File: src/rtl/tsr_rx.sv
module tsr_rx #(
  parameter int W     = 16,
  parameter int AW    = 16,
  parameter int LW    = 12,
  parameter int DEPTH = 3
) (
  input  logic          clk,
  input  logic          rst_n,
  input  logic          rx_en,
  input  logic          rx_valid,
  input  logic          rx_bit,
  input  logic [LW-1:0] max_len,
  input  logic          desc_ready,
  input  logic          desc_intr,
  input  logic [AW-1:0] desc_addr,
  output logic          desc_done,
  output logic          svc_req,
  input  logic          mem_grant,
  output logic          mem_wr,
  output logic [AW-1:0] mem_addr,
  output logic [W-1:0]  mem_data,
  input  logic [3:0]    ev_mask,
  input  logic [3:0]    ev_clr,
  output logic [3:0]    ev,
  output logic          irq
);
  localparam int CW = $clog2(W);
  localparam int FW = $clog2(DEPTH + 1);
  localparam int PW = (DEPTH > 1) ? $clog2(DEPTH) : 1;

  logic [W-1:0]  sh;
  logic [CW-1:0] bitcnt;
  logic [W-1:0]  fifo [DEPTH];
  logic [PW-1:0] rp, wp;
  logic [FW-1:0] fill;
  logic [LW-1:0] wcnt;

  function automatic logic [PW-1:0] nxt(input logic [PW-1:0] p);
    return (p == PW'(DEPTH - 1)) ? '0 : p + 1'b1;
  endfunction

  wire          take      = rx_en & rx_valid;
  wire          word_done = take && (bitcnt == CW'(W - 1));
  wire [W-1:0]  word      = {sh[W-2:0], rx_bit};
  wire          full      = (fill == FW'(DEPTH));
  wire          pop       = mem_grant && (fill != '0);
  wire          push      = word_done && (!full || pop);
  wire          ovr       = word_done && full && !pop;
  wire          busy      = pop && !desc_ready;
  wire [LW:0]   nbytes    = {wcnt, 1'b0} + (LW+1)'(2);
  wire          last      = (nbytes == {1'b0, max_len});

  assign svc_req   = (fill != '0);
  assign mem_wr    = pop && desc_ready;
  assign mem_data  = fifo[rp];
  assign mem_addr  = desc_addr + AW'({wcnt, 1'b0});
  assign desc_done = mem_wr && last;
  assign irq       = |(ev & ev_mask);

  always_ff @(posedge clk) begin
    if (!rst_n) begin
      sh     <= '0;
      bitcnt <= '0;
    end else if (take) begin
      sh     <= word;
      bitcnt <= word_done ? '0 : bitcnt + 1'b1;
    end else if (!rx_en) begin
      bitcnt <= '0;
    end
  end

  always_ff @(posedge clk) begin
    if (push) fifo[wp] <= word;
  end

  always_ff @(posedge clk) begin
    if (!rst_n) begin
      rp   <= '0;
      wp   <= '0;
      fill <= '0;
    end else begin
      if (push) wp <= nxt(wp);
      if (pop)  rp <= nxt(rp);
      fill <= fill + FW'(push) - FW'(pop);
    end
  end

  always_ff @(posedge clk) begin
    if (!rst_n)      wcnt <= '0;
    else if (mem_wr) wcnt <= last ? '0 : wcnt + 1'b1;
  end

  always_ff @(posedge clk) begin
    if (!rst_n) ev <= '0;
    else        ev <= (ev & ~ev_clr) | {ovr, busy, mem_wr, desc_done & desc_intr};
  end
endmodule

File: config.mk
export PLATFORM = sky130hd
export DESIGN_NAME = tsr_rx
export DESIGN_NICKNAME = d
export VERILOG_FILES = /design/src/rtl/tsr_rx.sv
export SDC_FILE = /design/constraint.sdc
export NUM_CORES = 1
export LEC_CHECK = 0
export BUFFER_PORTS_ARGS = -buffer_cell sky130_fd_sc_hd__buf_2
export CAP_MARGIN = 20
export CORE_MARGIN = 2
export CORE_UTILIZATION = 35
export DETAILED_ROUTE_END_ITERATION = 6
export HOLD_SLACK_MARGIN = 0.08
export PLACE_DENSITY = 0.55
export SLEW_MARGIN = 10
export SYNTH_ARGS = -nofsm -noshare
export SYNTH_HDL_FRONTEND = slang
export SYNTH_SLANG_ARGS = --single-unit
File: constraint.sdc
create_clock -name clk -period 6.58 [get_ports clk]
set_input_delay 0.658 -clock clk [delete_from_list [all_inputs] [get_ports clk]]
set_output_delay 0.658 -clock clk [all_outputs]
set_load 0.01 [all_outputs]
==> results of run 1 <==
==> cell families after synthesis <==
kind of cell,after synthesis,synth area share (%)
multiplexers,18,4.00
XOR/XNOR,32,6.22
buffers and inverters,39,3.53
AO/OA/AOI/OAI,91,11.6
adder cells (fa/ha/maj),17,4.89
AND/OR/NAND/NOR,173,18.6
flip-flops,91,51.1
==> path summary, 6_finish.rpt <==
check           from           end  cells after the start
max          wcnt[0]  mem_addr[15]                     11
min           sh[14]   fifo[0][15]                      0
max reg2reg  wcnt[0]       wcnt[1]                      8
min reg2reg   sh[14]   fifo[0][15]                      0
==> layout make-up <==
cell class | instances | area [um^2] | area share (%)
clock buffers | 10 | 229 | 4.25
inverters | 18 | 67.6 | 1.25
well taps | 172 | 215 | 3.99
multi-input cells | 331 | 2070 | 38.4
flip-flops and latches | 91 | 2300 | 42.7
clock inverters | 6 | 72.6 | 1.35
repair buffers | 84 | 435 | 8.08
==> sequential cells by signal, summed over array words and instances (netlist names), named ones only <==
register,cells
rp,2
wp,2
ev,4
bitcnt,4
sh,15
fifo,48
fill,2
wcnt,12
==> critical path: cells and delay by family, from the launching register on <==
| kind | cells | cell delay [ns] |
|---|---|---|
| adder cells (fa/ha/maj) | 2 | 0.62 |
| AND/OR/NAND/NOR | 3 | 0.42 |
| XOR/XNOR | 1 | 0.14 |
| buffers and inverters | 2 | 0.19 |
| flip-flops | 1 | 0.50 |
| AO/OA/AOI/OAI | 3 | 0.79 |
==> power by group through the flow <==
stage | Combinational [mW] | Clock (mW) | Sequential, mW
after floorplan | 0.0934 | 0 | 0.619
after global placement | 0.129 | 0 | 0.632
after detailed placement | 0.131 | 0 | 0.632
after CTS | 0.131 | 0.532 | 0.620
after global routing | 0.144 | 0.551 | 0.622
final | 0.129 | 0.516 | 0.619
==> routing by layer <==
metal  track usage, %  wire, um  up-vias
met2             24.5      4690       72
met5                0         0        -
met3             3.65       405        8
li1                 -         -     1776
met4             4.07       105        0
met1             17.5      4310     1590
==> cell usage in the layout (no fill, tap or decap), types with 17 or more instances in the layout <==
cell type,instances
buf_2,81
nand2_1,79
edfxtp_1,48
dfxtp_1,43
a21oi_1,34
nor2_1,28
o21ai_1,22
xnor2_1,20
mux2i_1,18
o21ai_0,17
==> impl_metrics.toml, run 1 <==
[power]
swShare_pct = 24.2
ir_drop_mv = 0.105
power.leakage_nw = 2.07
p_total_mw = 1.27
pwr-share-comb_pct = 10.2
power.switching_mw = 0.306
power_density_mw_per_mm2 = 235
seqPwrFrac_pct = 49.0
p_int_mw = 0.959
clkPwrFrac_pct = 40.8

[placed_design]
port-buffer-count = 81
place.gp.congestion = 0.788
place_inst = 695
dp_hpwl_um = 6570
pre_cts_ws_ns = 3.09
placed_cell_area_mm2 = 0.00507

[cts]
holdBufCountCts = 0
cts_root_buffer = "clkbuf_16"
cts_buffer_depth = 2
cts-resized-gates = 0
clkSlewWorstSetupHoldPaths_ns = 0.07
cts_inserted_buffers = 9
cts_setup_buffers = 0
htree_levels = 3
clock-sinks = 91
cts_tree = "built"
insertion_delay_ns = 0.34

[sta]
hold_viol = 0
min_period_over_period_pct = 55.6
slew_headroom_pct = 28.6
rsz0062_at_grt = "false"
setup_viol = 0
fin_ws_ns = 2.92
drv_slew = 0
fin_tns_setup_ns = 0
whs_ns = 0.478
tightest_slew_ns = 1.07
fin_skew_ns = 0.00458
min_period_ns = 3.66
timing.fmax_ghz = 0.274

[synth]
syn_inst = 461
syn_nets = 522
ys_types = 51
synth.area.top_cells = "edfxtp_1 (32%), dfxtp_1 (19%), nand2_1 (6.6%), ha_1 (4.4%), mux2i_1 (4.0%)"
yosys.area.top_type = "edfxtp_1"
yosys_warnings = 0
synth_area_mm2 = 0.00450
seq_area_frac_synth_pct = 51.1
synth_top_cells_by_count = "nand2_1 (79), edfxtp_1 (48), dfxtp_1 (43)"
synth_most_common_cell = "nand2_1"
yosys.area.top_type_share_pct = 32.0
async_reset_ff_share_pct = 0
synth-seq-cells = 91
synth-main-ff-cell = "edfxtp_1"
syn_avg_cell_area_um2 = 9.77
synth_edf_count = 48

[final_layout]
final_layout_size_suffix_gt1_share_pct = 20.7
instances_no_fill = 712
fin_area_mm2 = 0.00539
utilization_pct = 42.9
diodes = 0
layout.nets = 596
syn2layout_area_growth_pct = 19.7
nFillCells = 1218

[floorplanning]
die_x_um = 117
ios = 84
die_area_mm2 = 0.0138
placementRows = 41
chipHeight_um = 117
initial_core_util_pct = 35.8
core-area_mm2 = 0.0126

[worst_setup_path]
r2r_setup_slack_ns = 3.90
slowest_stage = "dfxtp_1"
worstPathMaxFanout = 8
crit_arrival_ns = 3.00
crit_type = "reg2out"
path_cells = "ha_1 -> inv_1 -> fa_1 -> nor2b_1 -> o21ai_1 -> a21oi_1 -> nor4b_1 -> o41ai_1 -> nand3_1 -> xnor2_1 -> buf_2"
crit_required_ns = 5.92
crit_path_max_incr_delay_ns = 0.50
critPathLaunchType = "flip-flop"
end_kind = "primary output"

[min_path]
min_path_type = "reg2reg"

[global_routing]
gr-total-overflow = 0
grt_max_degree = 33
grt_pass1_vias = 3203
track_usage_pct = 14.2
grt_pass1_wl_um = 15800
antenna_found_initial = 0

[routing]
dr.pass1.iters = 4
drc = 0
drtAntennaViolNets = 0
drt_iter0_markers = 163
vias_per_cell = 4.84
vias = 3446
wirelength_um = 9510
wl_per_cell_um = 13.4

[flow_run]
drv_cap = 0

[run_status]
status = "completed"
No activity file was read; power rests on OpenSTA's default activity.
==> run 2, diff against run 1 <==
--- a/config.mk
+++ b/config.mk
@@ -5,13 +5,14 @@
 export SDC_FILE = /design/constraint.sdc
 export NUM_CORES = 1
 export LEC_CHECK = 0
+export ABC_AREA = 1
 export BUFFER_PORTS_ARGS = -buffer_cell sky130_fd_sc_hd__buf_2
 export CAP_MARGIN = 20
 export CORE_MARGIN = 2
 export CORE_UTILIZATION = 35
 export DETAILED_ROUTE_END_ITERATION = 6
 export HOLD_SLACK_MARGIN = 0.08
-export PLACE_DENSITY = 0.55
+export PLACE_DENSITY = 0.54
 export SLEW_MARGIN = 10
 export SYNTH_ARGS = -nofsm -noshare
 export SYNTH_HDL_FRONTEND = slang
==> constraint.sdc (replaced) <==
create_clock -name clk -period 3.76 [get_ports clk]
set_input_delay 0.376 -clock clk [delete_from_list [all_inputs] [get_ports clk]]
set_output_delay 0.376 -clock clk [all_outputs]
set_load 0.01 [all_outputs]
==> impl_metrics.toml, run 2 <==
[floorplanning]
die_x_um = 118
initial_core_util_pct = 36.1
ios = 84
placementRows = 41
chipHeight_um = 118
core-area_mm2 = 0.0127
die_area_mm2 = 0.0140

[sta]
timing.fmax_ghz = 0.326
setup_viol = 0
min_period_ns = 3.07
min_period_over_period_pct = 81.7
tightest_slew_ns = 0.895
fin_tns_setup_ns = 0
drv_slew = 0
slew_headroom_pct = 40.2
fin_skew_ns = 0.00892
rsz0062_at_grt = "false"
hold_viol = 0

[worst_setup_path]
crit_required_ns = 3.38
worstPathMaxFanout = 5
crit_path_max_incr_delay_ns = 0.40
r2r_setup_slack_ns = 1.51
critPathLaunchType = "flip-flop"
path_cells = "ha_1 -> inv_1 -> fa_1 -> o21ai_0 -> a31oi_1 -> o21ai_0 -> nand2_1 -> nand2_1 -> xor2_1 -> buf_2"
r2r_cells = 9
end_kind = "primary output"
crit_arrival_ns = 2.70
crit_type = "reg2out"
slowest_stage = "dfxtp_1"

[cts]
holdBufCountCts = 0
htree_levels = 3
clock-sinks = 91
cts_buffer_depth = 2
cts-resized-gates = 0
cts_inserted_buffers = 9
insertion_delay_ns = 0.34
cts_tree = "built"
cts_setup_buffers = 0
clkSlewWorstSetupHoldPaths_ns = 0.07
cts_root_buffer = "clkbuf_16"

[routing]
vias_per_cell = 4.74
vias = 3813
wl_per_cell_um = 13.3
dr.pass1.iters = 5
drt_iter0_markers = 232
drtAntennaViolNets = 0
wirelength_um = 10700
drc = 0

[synth]
async_reset_ff_share_pct = 0
synth_top_family_by_area = "simple AND/OR/NAND/NOR gates"
synth-compound-area-share_pct = 12.5
synth.area.top_cells = "edfxtp_1 (31%), dfxtp_1 (19%), nand2_1 (9.3%), a21oi_1 (7.2%), nor2_1 (6.2%)"
yosys.area.top_type = "edfxtp_1"
syn_inst = 546
yosys_warnings = 0
synth_fa_ha_area_share_pct = 4.81
yosys-mux-area-fraction_pct = 0
ys_types = 35
synth_area_mm2 = 0.00458
synth_top_cells_by_count = "nand2_1 (113), nor2_1 (76), a21oi_1 (66)"
syn_nets = 607
synth_xor_area_share_pct = 3.58
yosys.area.top_type_share_pct = 31.5
synth_simple_gate_area_share_pct = 23.2
synth_edf_count = 48
syn_avg_cell_area_um2 = 8.38
synth-main-ff-cell = "edfxtp_1"
synth_most_common_cell = "nand2_1"
seq_area_frac_synth_pct = 50.3
synth-seq-cells = 91

[global_routing]
antenna_found_initial = 0
grt_max_degree = 27
track_usage_pct = 15.6
grt_pass1_vias = 3554
gr-total-overflow = 0
grt_pass1_wl_um = 17600

[placed_design]
placed_cell_area_mm2 = 0.00518
dp_hpwl_um = 7530
place.gp.congestion = 0.807
port-buffer-count = 81

[min_path]
holdPathStages = 1
min_path_type = "in2reg"

[run_status]
status = "completed"

[flow_run]
drv_cap = 0

[final_layout]
final_layout_size_suffix_gt1_share_pct = 18.5
layout_commonest_cell = "nand2_1"
fin_area_mm2 = 0.00548
most-common-layout-cells = "nand2_1 (113), buf_2 (81), nor2_1 (76), a21oi_1 (66), inv_1 (51)"
regMostFlops = "fifo"
top_regs = "fifo x48, sh x15, wcnt x12"
largest_reg_flops = 48
diodes = 0
syn2layout_area_growth_pct = 19.7
layout.nets = 688

[power]
power.leakage_nw = 2.40
power_density_mw_per_mm2 = 410
ir_drop_mv = 0.206
## run 2: changes by cell type after synthesis, sizes merged, moves of 6 or more
cell,delta
nor2,+52
mux2i,-18
nor3,-7
a21oi,+32
xnor2,-17
nand2,+39
inv,+33
buf,-6
nand3,+16
nor2b,-6
## run 2: path summary, 6_finish.rpt
check,startpoint,end
hold / removal,rx_bit,fifo[0][0]
setup / recovery,wcnt[0],mem_addr[11]
hold reg to reg,fill[1],fill[1]
setup reg to reg,bitcnt[0],fifo[2][8]
## run 2: worst max-delay path, delay by kind of cell, from the launching register on
kind / cells / cell delay [ns]
AND/OR/NAND/NOR: 2 / 0.17
adder cells (fa/ha/maj): 2 / 0.59
buffers and inverters: 2 / 0.19
flip-flops: 1 / 0.40
AO/OA/AOI/OAI: 3 / 0.87
XOR/XNOR: 1 / 0.13
## run 2: where the power goes
group          switching, mW  total [mW]  internal, mW
Sequential            0.0186        1.08          1.07
Combinational          0.178       0.289         0.111
Clock                  0.381       0.872         0.491
Total                  0.578        2.25          1.67
## run 2: layout make-up
class / instances / area, um^2
repair buffers: 85 / 435
clock buffers: 11 / 253
multi-input cells: 388 / 2040
flip-flops and latches: 91 / 2300
clock inverters: 5 / 42.5
inverters: 52 / 195
well taps: 172 / 215
fillers: 1299 / 7190
## run 2: cells by family (layout without fill, tap and decap cells)
group / Yosys count / in the layout
compound gates: 110 / 110
flops: 91 / 91
buf+inv: 67 / 153
xor+xnor: 17 / 17
simple gates: 244 / 244
fa+ha+maj: 17 / 17
## run 2: stage by stage
| step | hold WS, ns | power [mW] | instances | util, % | setup WS, ns |
|---|---|---|---|---|---|
| after floorplan | 0.422 | 1.28 | 546 | - | 1.08 |
| after global placement | 0.439 | 1.40 | 788 | 40.9 | 1.05 |
| after detailed placement | 0.439 | 1.40 | 788 | 40.9 | 0.997 |
| after CTS | 0.263 | 2.28 | 804 | 43.3 | 0.648 |
| after global routing | 0.277 | 2.36 | 804 | 43.3 | 0.358 |
| final | 0.269 | 2.25 | 804 | 43.3 | 0.688 |
## run 2: routing by layer
layer	vias to the layer above	track usage [%]	part of all wire (%)	wire [um]
met5	-	0	0	0
met4	0	4.24	0.98	104
met3	10	3.67	4.5	477
met2	77	25.8	47	5010
met1	1742	20.5	48	5070
li1	1984	-	-	-
==> run 3, diff against run 2 <==
--- a/config.mk
+++ b/config.mk
@@ -12,7 +12,7 @@
 export CORE_UTILIZATION = 35
 export DETAILED_ROUTE_END_ITERATION = 6
 export HOLD_SLACK_MARGIN = 0.08
-export PLACE_DENSITY = 0.54
+export PLACE_DENSITY = 0.56
 export SLEW_MARGIN = 10
 export SYNTH_ARGS = -nofsm -noshare
 export SYNTH_HDL_FRONTEND = slang
==> constraint.sdc (replaced) <==
create_clock -name clk -period 2.6 [get_ports clk]
set_input_delay 0.26 -clock clk [delete_from_list [all_inputs] [get_ports clk]]
set_output_delay 0.26 -clock clk [all_outputs]
set_load 0.01 [all_outputs]
==> impl_metrics.toml, run 3 (synthesis gave the netlist of run 2 again) <==
[run_status]
status = "completed"

[floorplanning]
chipHeight_um = 118
core-area_mm2 = 0.0127
die_x_um = 118
die_area_mm2 = 0.0140
initial_core_util_pct = 36.1
placementRows = 41
ios = 84

[routing]
drtAntennaViolNets = 0
vias_per_cell = 4.79
wl_per_cell_um = 13.1
drc = 0
wirelength_um = 10700
vias = 3904
dr.pass1.iters = 4
drt_iter0_markers = 207

[final_layout]
register_area_mm2 = 0.00231
fin_area_mm2 = 0.00562
diodes = 0
layout_commonest_cell = "nand2_1"
final_layout_size_suffix_gt1_share_pct = 21.5
syn2layout_area_growth_pct = 22.7
layout.nets = 699
most-common-layout-cells = "nand2_1 (113), buf_2 (81), nor2_1 (75), a21oi_1 (66), inv_1 (51)"
regMostFlops = "fifo"
instances_no_fill = 815
largest_reg_flops = 48
nFillCells = 1278
utilization_pct = 44.3
top_regs = "fifo x48, sh x15, wcnt x12"
multiInputGateArea_mm2 = 0.00208

[sta]
drv_slew = 0
min_period_over_period_pct = 94.7
whs_ns = 0.158
fin_tns_setup_ns = 0
setup_viol = 0
tightest_slew_ns = 0.741
timing.fmax_ghz = 0.406
fin_skew_ns = 0.00687
hold_viol = 0
min_period_ns = 2.46
slew_headroom_pct = 50.6
fin_ws_ns = 0.137

[cts]
cts_buffer_depth = 2
clkSlewWorstSetupHoldPaths_ns = 0.06
holdBufCountCts = 0
cts_root_buffer = "clkbuf_16"
cts_inserted_buffers = 9
insertion_delay_ns = 0.34
clock-sinks = 91
cts_tree = "built"
htree_levels = 3

[worst_setup_path]
slowest_stage = "fa_2"
critPathLaunchType = "flip-flop"
r2r_cells = 14
crit_path_max_incr_delay_ns = 0.41
crit_arrival_ns = 2.20
worstPathMaxFanout = 3
r2r_setup_slack_ns = 0.37
cp_num_buf_inv = 4
crit_family = "adder cells"
critical_path.most_common_cell = "buf_4"
r2r-end = "fill[1]"
crit_required_ns = 2.34
path_cells = "ha_4 -> inv_1 -> fa_2 -> o21ai_2 -> buf_4 -> nand4_1 -> o2111ai_2 -> buf_4 -> xor2_1 -> buf_2"
end_kind = "primary output"
crit_type = "reg2out"
rr_startpoint = "bitcnt[0]"

[power]
power_density_mw_per_mm2 = 592
p_total_mw = 3.32
power.leakage_nw = 2.46
ir_drop_mv = 0.362

[min_path]
min_path_type = "in2reg"
hold_start = "rx_bit"
holdPathStages = 1
hold_end = "fifo[2][0]"

[global_routing]
grt_max_degree = 22
grt_pass1_vias = 3726
grt_pass1_wl_um = 17700
track_usage_pct = 15.6
antenna_found_initial = 0
gr-total-overflow = 0

[placed_design]
placed_cell_area_mm2 = 0.00524
port-buffer-count = 81
place_inst = 796
place.gp.congestion = 0.867
pre_cts_ws_ns = 0.137
dp_hpwl_um = 7520

[flow_run]
drv_cap = 0
==> run 3: worst max-delay path by stage <==
stage	from	end	depth (start not counted)
after floorplan	wcnt[0]	mem_addr[11]	9
after detailed placement	wcnt[0]	mem_addr[11]	10
after global placement	wcnt[0]	mem_addr[11]	10
after CTS	wcnt[0]	mem_addr[15]	10
after global routing	wcnt[1]	desc_done	13
final	wcnt[0]	mem_addr[13]	10
==> run 3: worst register-to-register path, stage by stage, from the launching register on <==
cell	delay [ns]
dfxtp_1	0.37
ha_1	0.18
nand2_1	0.07
nor2_1	0.13
inv_1	0.07
nor2_1	0.13
inv_1	0.05
nor2_1	0.12
inv_1	0.12
ha_1	0.29
inv_1	0.04
ha_1	0.17
xor2_1	0.15
o21ai_0	0.16
a21oi_1	0.06
==> run 3: metal layers <==
metal  track usage [%]  wire, um  share of wire (%)  vias up
met5                 0         0                  0        -
met4              3.57        89               0.83        0
met3              3.47       413                3.9        9
met2              27.6      5290                 50       68
met1              19.4      4870                 46     1810
li1                  -         -                  -     2017
==> run 3: repair_timing <==
| action | 4_1_cts | 5_1_grt |
|---|---|---|
| endpoints found under the setup margin | 4 | 4 |
| pin swaps | 0 | 6 |
| gates resized for setup | 4 | 11 |
| buffers inserted | 0 | 3 |
==> run 3: cell type report <==
class | instances | area share, %
Clock buffer | 10 | 4.08
Sequential cell | 91 | 41.0
Timing Repair Buffer | 96 | 9.22
Inverter | 52 | 3.47
Multi-Input combinational cell | 388 | 37.0
Clock inverter | 6 | 1.31
Tap cell | 172 | 3.83
==> run 3: power breakdown <==
group          leakage, nW  internal, mW  switching, mW
sequential           0.800          1.54         0.0287
combinational         1.52         0.168          0.261
clock                0.141         0.758          0.567
total                 2.46          2.47          0.857
